[src/rtl/fwd_pkg.sv]
package fwd_pkg;

  // Operand count of the instruction format: two register sources.
  localparam int unsigned NUM_SRC = 2;

  // Index of the source that carries store data for a store instruction.
  localparam int unsigned STORE_DATA_SRC = 1;

  // Operand source select encoding seen by the datapath multiplexers.
  typedef enum logic [1:0] {
    SEL_ID  = 2'b00,
    SEL_MEM = 2'b01,
    SEL_WB  = 2'b10
  } fwd_sel_e;

endpackage

[src/rtl/fwd_stage_match.sv]
module fwd_stage_match #(
  parameter int unsigned AW = 5
) (
  input  logic [AW-1:0] src,
  input  logic [AW-1:0] dst,
  input  logic          wr_en,
  output logic          hit
);

  logic dst_live;

  // Register 0 is hard-wired to zero and never produces a result worth forwarding.
  assign dst_live = wr_en && (dst != '0);
  assign hit      = dst_live && (dst == src);

endmodule

[src/rtl/fwd_operand_select.sv]
module fwd_operand_select
  import fwd_pkg::*;
#(
  parameter int unsigned AW = 5
) (
  input  logic [AW-1:0] src,
  input  logic [AW-1:0] mem_dst,
  input  logic          mem_wr_en,
  input  logic [AW-1:0] wb_dst,
  input  logic          wb_wr_en,
  output fwd_sel_e      sel,
  output logic          mem_hit
);

  logic wb_hit;

  fwd_stage_match #(.AW(AW)) u_mem_match (
    .src   (src),
    .dst   (mem_dst),
    .wr_en (mem_wr_en),
    .hit   (mem_hit)
  );

  fwd_stage_match #(.AW(AW)) u_wb_match (
    .src   (src),
    .dst   (wb_dst),
    .wr_en (wb_wr_en),
    .hit   (wb_hit)
  );

  // The memory stage holds the younger result, so it is checked first.
  always_comb begin
    if (mem_hit)     sel = SEL_MEM;
    else if (wb_hit) sel = SEL_WB;
    else             sel = SEL_ID;
  end

endmodule

[src/rtl/fwd_load_check.sv]
module fwd_load_check
  import fwd_pkg::*;
(
  input  logic [NUM_SRC-1:0] mem_hit,
  input  logic               mem_load,
  input  logic               ex_store,
  output logic               stall
);

  logic [NUM_SRC-1:0] needed_now;

  // A store's data operand is consumed a stage later, so its load match can wait.
  for (genvar i = 0; i < NUM_SRC; i++) begin : g_need
    if (i == STORE_DATA_SRC) begin : g_data
      assign needed_now[i] = !ex_store;
    end else begin : g_addr
      assign needed_now[i] = 1'b1;
    end
  end

  assign stall = mem_load && |(mem_hit & needed_now);

endmodule

[src/rtl/fwd_unit.sv]
module fwd_unit
  import fwd_pkg::*;
#(
  parameter int unsigned REG_AW = 5
) (
  input  logic [REG_AW-1:0] ex_src_a,
  input  logic [REG_AW-1:0] ex_src_b,
  input  logic              ex_store,
  input  logic [REG_AW-1:0] mem_dst,
  input  logic              mem_wr_en,
  input  logic              mem_load,
  input  logic [REG_AW-1:0] wb_dst,
  input  logic              wb_wr_en,
  output logic [1:0]        sel_a,
  output logic [1:0]        sel_b,
  output logic              load_stall
);

  logic [REG_AW-1:0]  src_vec [NUM_SRC];
  fwd_sel_e           sel_vec [NUM_SRC];
  logic [NUM_SRC-1:0] mem_hit_vec;

  assign src_vec[0] = ex_src_a;
  assign src_vec[1] = ex_src_b;

  for (genvar i = 0; i < NUM_SRC; i++) begin : g_op
    fwd_operand_select #(.AW(REG_AW)) u_sel (
      .src       (src_vec[i]),
      .mem_dst   (mem_dst),
      .mem_wr_en (mem_wr_en),
      .wb_dst    (wb_dst),
      .wb_wr_en  (wb_wr_en),
      .sel       (sel_vec[i]),
      .mem_hit   (mem_hit_vec[i])
    );
  end

  fwd_load_check u_load (
    .mem_hit  (mem_hit_vec),
    .mem_load (mem_load),
    .ex_store (ex_store),
    .stall    (load_stall)
  );

  assign sel_a = sel_vec[0];
  assign sel_b = sel_vec[1];

  // Checks across the select paths and the stall path.
  always_comb begin
    p_sel_legal_r2: assert ($onehot0(sel_a) && $onehot0(sel_b))
      else $error("select code 2'b11 produced");
    p_idle_sel_r1: assert (mem_wr_en || wb_wr_en || (sel_a == SEL_ID && sel_b == SEL_ID))
      else $error("forwarding with no writer present");
    p_zero_dst_r5: assert (mem_dst != '0 || wb_dst != '0 || (sel_a == SEL_ID && sel_b == SEL_ID))
      else $error("register 0 forwarded");
    p_mem_first_r4: assert (sel_a != SEL_WB || !(mem_wr_en && mem_dst != '0 && mem_dst == ex_src_a))
      else $error("older write-back result chosen over memory stage");
    p_stall_load_r8: assert (!load_stall || (mem_load && mem_wr_en))
      else $error("stall without a pending load");
    p_stall_sel_r11: assert (!load_stall || sel_a == SEL_MEM || sel_b == SEL_MEM)
      else $error("stall while no operand points at memory stage");
    p_store_data_r10: assert (!(ex_store && load_stall) || sel_a == SEL_MEM)
      else $error("store stalled on its data operand only");
  end

endmodule

[config.mk]
export PLATFORM = sky130hd
export DESIGN_NAME = fwd_unit
export DESIGN_NICKNAME = d
export VERILOG_FILES = /design/src/rtl/fwd_pkg.sv /design/src/rtl/fwd_stage_match.sv /design/src/rtl/fwd_operand_select.sv /design/src/rtl/fwd_load_check.sv /design/src/rtl/fwd_unit.sv
export SDC_FILE = /design/constraint.sdc
export NUM_CORES = 1
export LEC_CHECK = 0
export ABC_AREA = 1
export BUFFER_PORTS_ARGS = -buffer_cell sky130_fd_sc_hd__clkbuf_2
export CAP_MARGIN = 10
export CORE_AREA = 2 2 39 41
export DETAILED_ROUTE_END_ITERATION = 10
export DIE_AREA = 0 0 41 43
export SYNTH_ARGS = -nofsm -noshare
export SYNTH_HDL_FRONTEND = slang
export SYNTH_SLANG_ARGS = --single-unit
export TNS_END_PERCENT = 50
[constraint.sdc]
create_clock -name vclk -period 0.87
set_input_delay 0.0435 -clock vclk [all_inputs]
set_output_delay 0.0435 -clock vclk [all_outputs]
set_load 0.02 [all_outputs]
* Word level (Yosys, flattened, before mapping) *
Cells that the tools add are included.

cells by class
  equal/unequal tests = 4
  mux-type cells = 4
  bitwise operators = 1
  reductions and logical operators = 11

operators with widths
  operator            count
  == test 5 bit       4
  nonzero test 5 bit  2
  two-way mux 2 bit   4
  logical AND 1 bit   7
  AND 2 bit           1
  OR reduction 2 bit  1
  zero test 1 bit     1

word-level totals
  flip-flop bits (word level) = 0
  input bits = 24
  output and inout port bits = 5

* Logic depth before layout (Yosys ltp) *
  word-level depth = 6
  depth in mapped cells = 7

* Cells and area by module *
Synthesis repeated with hierarchy kept, for this count alone.

unflattened totals
  cell total of the unflattened synthesis = 127
  area total of the unflattened synthesis = 524.3 um2

by module, submodules not included
  module              times used  cells an instance  area an instance (um2)
  fwd_stage_match     4           29                 116.4
  fwd_operand_select  2           3                  17.5
  fwd_load_check      1           5                  23.8

* Worst setup path after synthesis *
No wires, ideal clock.

  path type = input to output
  from = input mem_dst[1]
  to = output load_stall
  arrival time = 0.794 ns
  slack = 0.032 ns
  stages = 7
  buffers on the path = 0
  cell sequence = inv_1 -> nand2_1 -> nand2_1 -> nand2_1 -> nor2_1 -> nand4_1 -> a21oi_1

on the way
  word-level cells in the longest chain between the ends = 6

ends and longest elaborated chain
  what                    line                   RTL
  start: declaration      fwd_unit.sv:9          input logic [REG_AW-1:0] mem_dst,
  nonzero test 5 bit      fwd_stage_match.sv:13  assign dst_live = wr_en && (dst != '0);
  logical AND 1 bit       fwd_stage_match.sv:13
  logical AND 1 bit       fwd_stage_match.sv:14  assign hit = dst_live && (dst == src);
  AND 2 bit (*)           fwd_load_check.sv:21   assign stall = mem_load && |(mem_hit & needed_now);
  OR reduction 2 bit (*)  fwd_load_check.sv:21
  logical AND 1 bit (*)   fwd_load_check.sv:21
  end: declaration        fwd_unit.sv:16         output logic load_stall

Every way passes the cells marked *; elsewhere a longest branch is shown, timed or not.

* Worst setup path after layout *
  from = input ex_src_a[1]
  to = output sel_a[1]

on the way
  word-level cells in the longest chain between the ends = 4

ends and longest elaborated chain
  what                   line                      RTL
  start: declaration     fwd_unit.sv:6             input logic [REG_AW-1:0] ex_src_a,
  == test 5 bit          fwd_stage_match.sv:14
  logical AND 1 bit      fwd_stage_match.sv:14
  two-way mux 2 bit      fwd_operand_select.sv:34  else if (wb_hit) sel = SEL_WB;
  two-way mux 2 bit (*)  fwd_operand_select.sv:33  if (mem_hit) sel = SEL_MEM;
  end: declaration       fwd_unit.sv:14            output logic [1:0] sel_a,

Marks and branches as above.

==> impl_metrics.py <==
metrics = {
    "place": {
        "place_hpwl_um": 880,
        "gp_congestion": 0.746,
        "io_buffers": 29,
        "dpl_cell_area_um2": 539,
    },
    "yosys": {
        "synth_compound_area_share_pct": 6.27,
        "yosysWarnings": 0,
        "yosysUniqueCellTypes": 15,
        "synth.area.mux_share_pct": 0,
        "synth_cells": 63,
        "yosys.area_share.adder_pct": 0,
        "synth_area_leaders": "xor2_1 (27%), nand2_1 (13%), inv_1 (10%)",
        "yosys.area_share.simple_pct": 42.5,
        "yosys.area.top_type": "xor2_1",
        "synth_top_family_by_area": "simple AND/OR/NAND/NOR gates",
        "synth_top_area_share_pct": 26.8,
        "ys_seq_area_share_pct": 0,
        "syn-num-nets": 87,
        "synth.avg_cell_area_um2": 5.70,
        "synth_xor_area_share_pct": 36.6,
        "netlist_area_um2": 359,
        "ys_top_cells_by_count": "nand2_1 (12), xor2_1 (11), inv_1 (10), nor2_1 (10)",
        "synth_most_common_cell": "nand2_1",
    },
    "min_path": {
        "min_from": "mem_load",
        "hold_path_class": "input port to output pin",
        "whs_path_depth": 4,
        "holdPathEnd": "load_stall",
    },
    "global_route": {
        "antenna_found_initial": 0,
        "grt_pass1_vias": 433,
        "gr-usage-all-layers_pct": 12.5,
        "grt_max_degree": 5,
        "grt_overflow": 0,
        "grt_pass1_wl_um": 1640,
    },
    "worst_setup_path": {
        "crit_family": "simple AND/OR/NAND/NOR gates",
        "end_kind": "output pin",
        "worst_setup_path_start_kind": "input port",
        "critical_path.slowest_cell": "or2_1",
        "cp_max_fo": 4,
        "critPathKind": "input port to output pin",
        "required_ns": 0.83,
        "worst-path-buf-inv": 2,
        "worstPathCellList": "clkbuf_2 > or2_1 > a22oi_2 > nand4_1 > nor2_1 > buf_4",
        "worst_ep_arrival_time_ns": 0.91,
        "slowest_delay_ns": 0.22,
    },
    "clock_tree": {
        "cts_hold_buf": 0,
    },
    "timing": {
        "layout_min_cycle_time_ns": 0.954,
        "fmax_mhz": 1050,
        "fin_ws_ns": -0.0843,
        "fin_crit_sh_pct": 110,
        "worst_hold_slack_ns": 0.379,
        "grt_setup_unrepaired": "yes",
        "fin_tns_setup_ns": -0.234,
        "relSlewSlack_pct": 89.4,
        "hold_viol": 0,
        "drv_slew": 0,
        "worst_pin_slew_ns": 0.159,
        "finalSetupViolCount": 4,
    },
    "cells_and_area": {
        "final_cell_area_um2": 631,
        "clkbuf_count": 0,
        "diodes": 0,
        "layout.nets": 120,
        "register_area_um2": 0,
        "seq_cells": 0,
        "fin_util_pct": 45.6,
        "drive_above_1_share_pct": 48.9,
        "synthToLayoutAreaGrowth_pct": 75.6,
    },
    "die": {
        "dieArea_um2": 1760,
        "coreArea_um2": 1380,
        "initial_utilization_pct": 25.9,
        "row_count": 14,
        "die_w_um": 41,
        "die_h_um": 43,
        "io_pins": 29,
    },
    "flow_run": {
        "max_cap_viol_count": 0,
    },
    "routing": {
        "via_count": 477,
        "wl_per_cell_um": 9.47,
        "routed_wl_um": 1040,
        "ant_nets": 0,
        "drc": 0,
        "vias_per_cell": 4.34,
        "drt-pass1-iter-count": 4,
        "drt_iter0_drc": 4,
    },
    "run_status": {
        "failed_checks": "setup timing",
        "outcome": "complete, but fails checks",
    },
    "pwr": {
        "cellPowerDensity_nw_per_um2": 413,
        "design_power_total_mw": 0.261,
        "ir_drop_v": 0.000151,
        "leakagePower_nw": 0.343,
    },
}
==> per-layer routing <==
metal	part of all wire [%]	GRT usage, %
met1	37	14.9
met2	58	24.4
met5	0	0
met3	4.4	0
met4	0	0
==> repair_timing <==
item,CTS,global route
cloned,0,0
setup buffers,0,0
setup endpoints to repair,4,5
resized for setup,8,28
pin swaps,1,11
==> placed cells by master (no fill, tap or decap) <==
master,n
a21oi_2,1
a22oi_2,1
and3_4,1
buf_4,7
buf_6,3
buf_8,2
clkbuf_2,19
clkbuf_4,1
clkbuf_8,1
inv_1,7
inv_2,3
nand2_1,12
nand3_1,1
nand3_2,1
nand4_1,4
nor2_1,7
nor2_2,3
nor2_4,1
nor3_2,1
o21ai_0,1
or2_1,2
xnor2_1,3
xnor2_2,1
xor2_1,11
==> per-stage QoR <==
stage,setup WS (ns),instances
CTS,-0.113,110
global placement,-0.100,110
global route,-0.140,110
finish,-0.0843,110
floorplan,0.0323,63
detailed placement,-0.118,110
==> where the power goes <==
part	total [mW]	internal, mW	switching (mW)
sequential	0	0	0
clock	0	0	0
combinational	0.261	0.136	0.125
==> worst min-delay path: stages <==
cell and delay (ns):
clkbuf_2 0.08, inv_1 0.06, a21oi_2 0.04, buf_6 0.12
==> final cells by class <==
cell class,count,area (um2)
inverters,10,37.5
repair buffers,33,233
fillers,157,753
multi-input cells,51,340
well taps,16,20.0
==> cell families after synthesis <==
kind of cell	after synthesis
simple gates	33
xor+xnor	15
buf+inv	12
compound gates	3
==> worst max path at each step <==
stage                     start          to  slack, ns  cells after the start
CTS                   wb_dst[1]    sel_a[1]      -0.11                      6
global placement      wb_dst[1]    sel_a[1]      -0.10                      6
floorplan            mem_dst[1]  load_stall       0.03                      7
detailed placement    wb_dst[1]    sel_a[1]      -0.12                      6
global route        ex_src_b[1]    sel_b[1]      -0.14                      6
finish              ex_src_a[1]    sel_a[1]      -0.08                      6
Note: power is estimated with default switching activity, not from simulation.
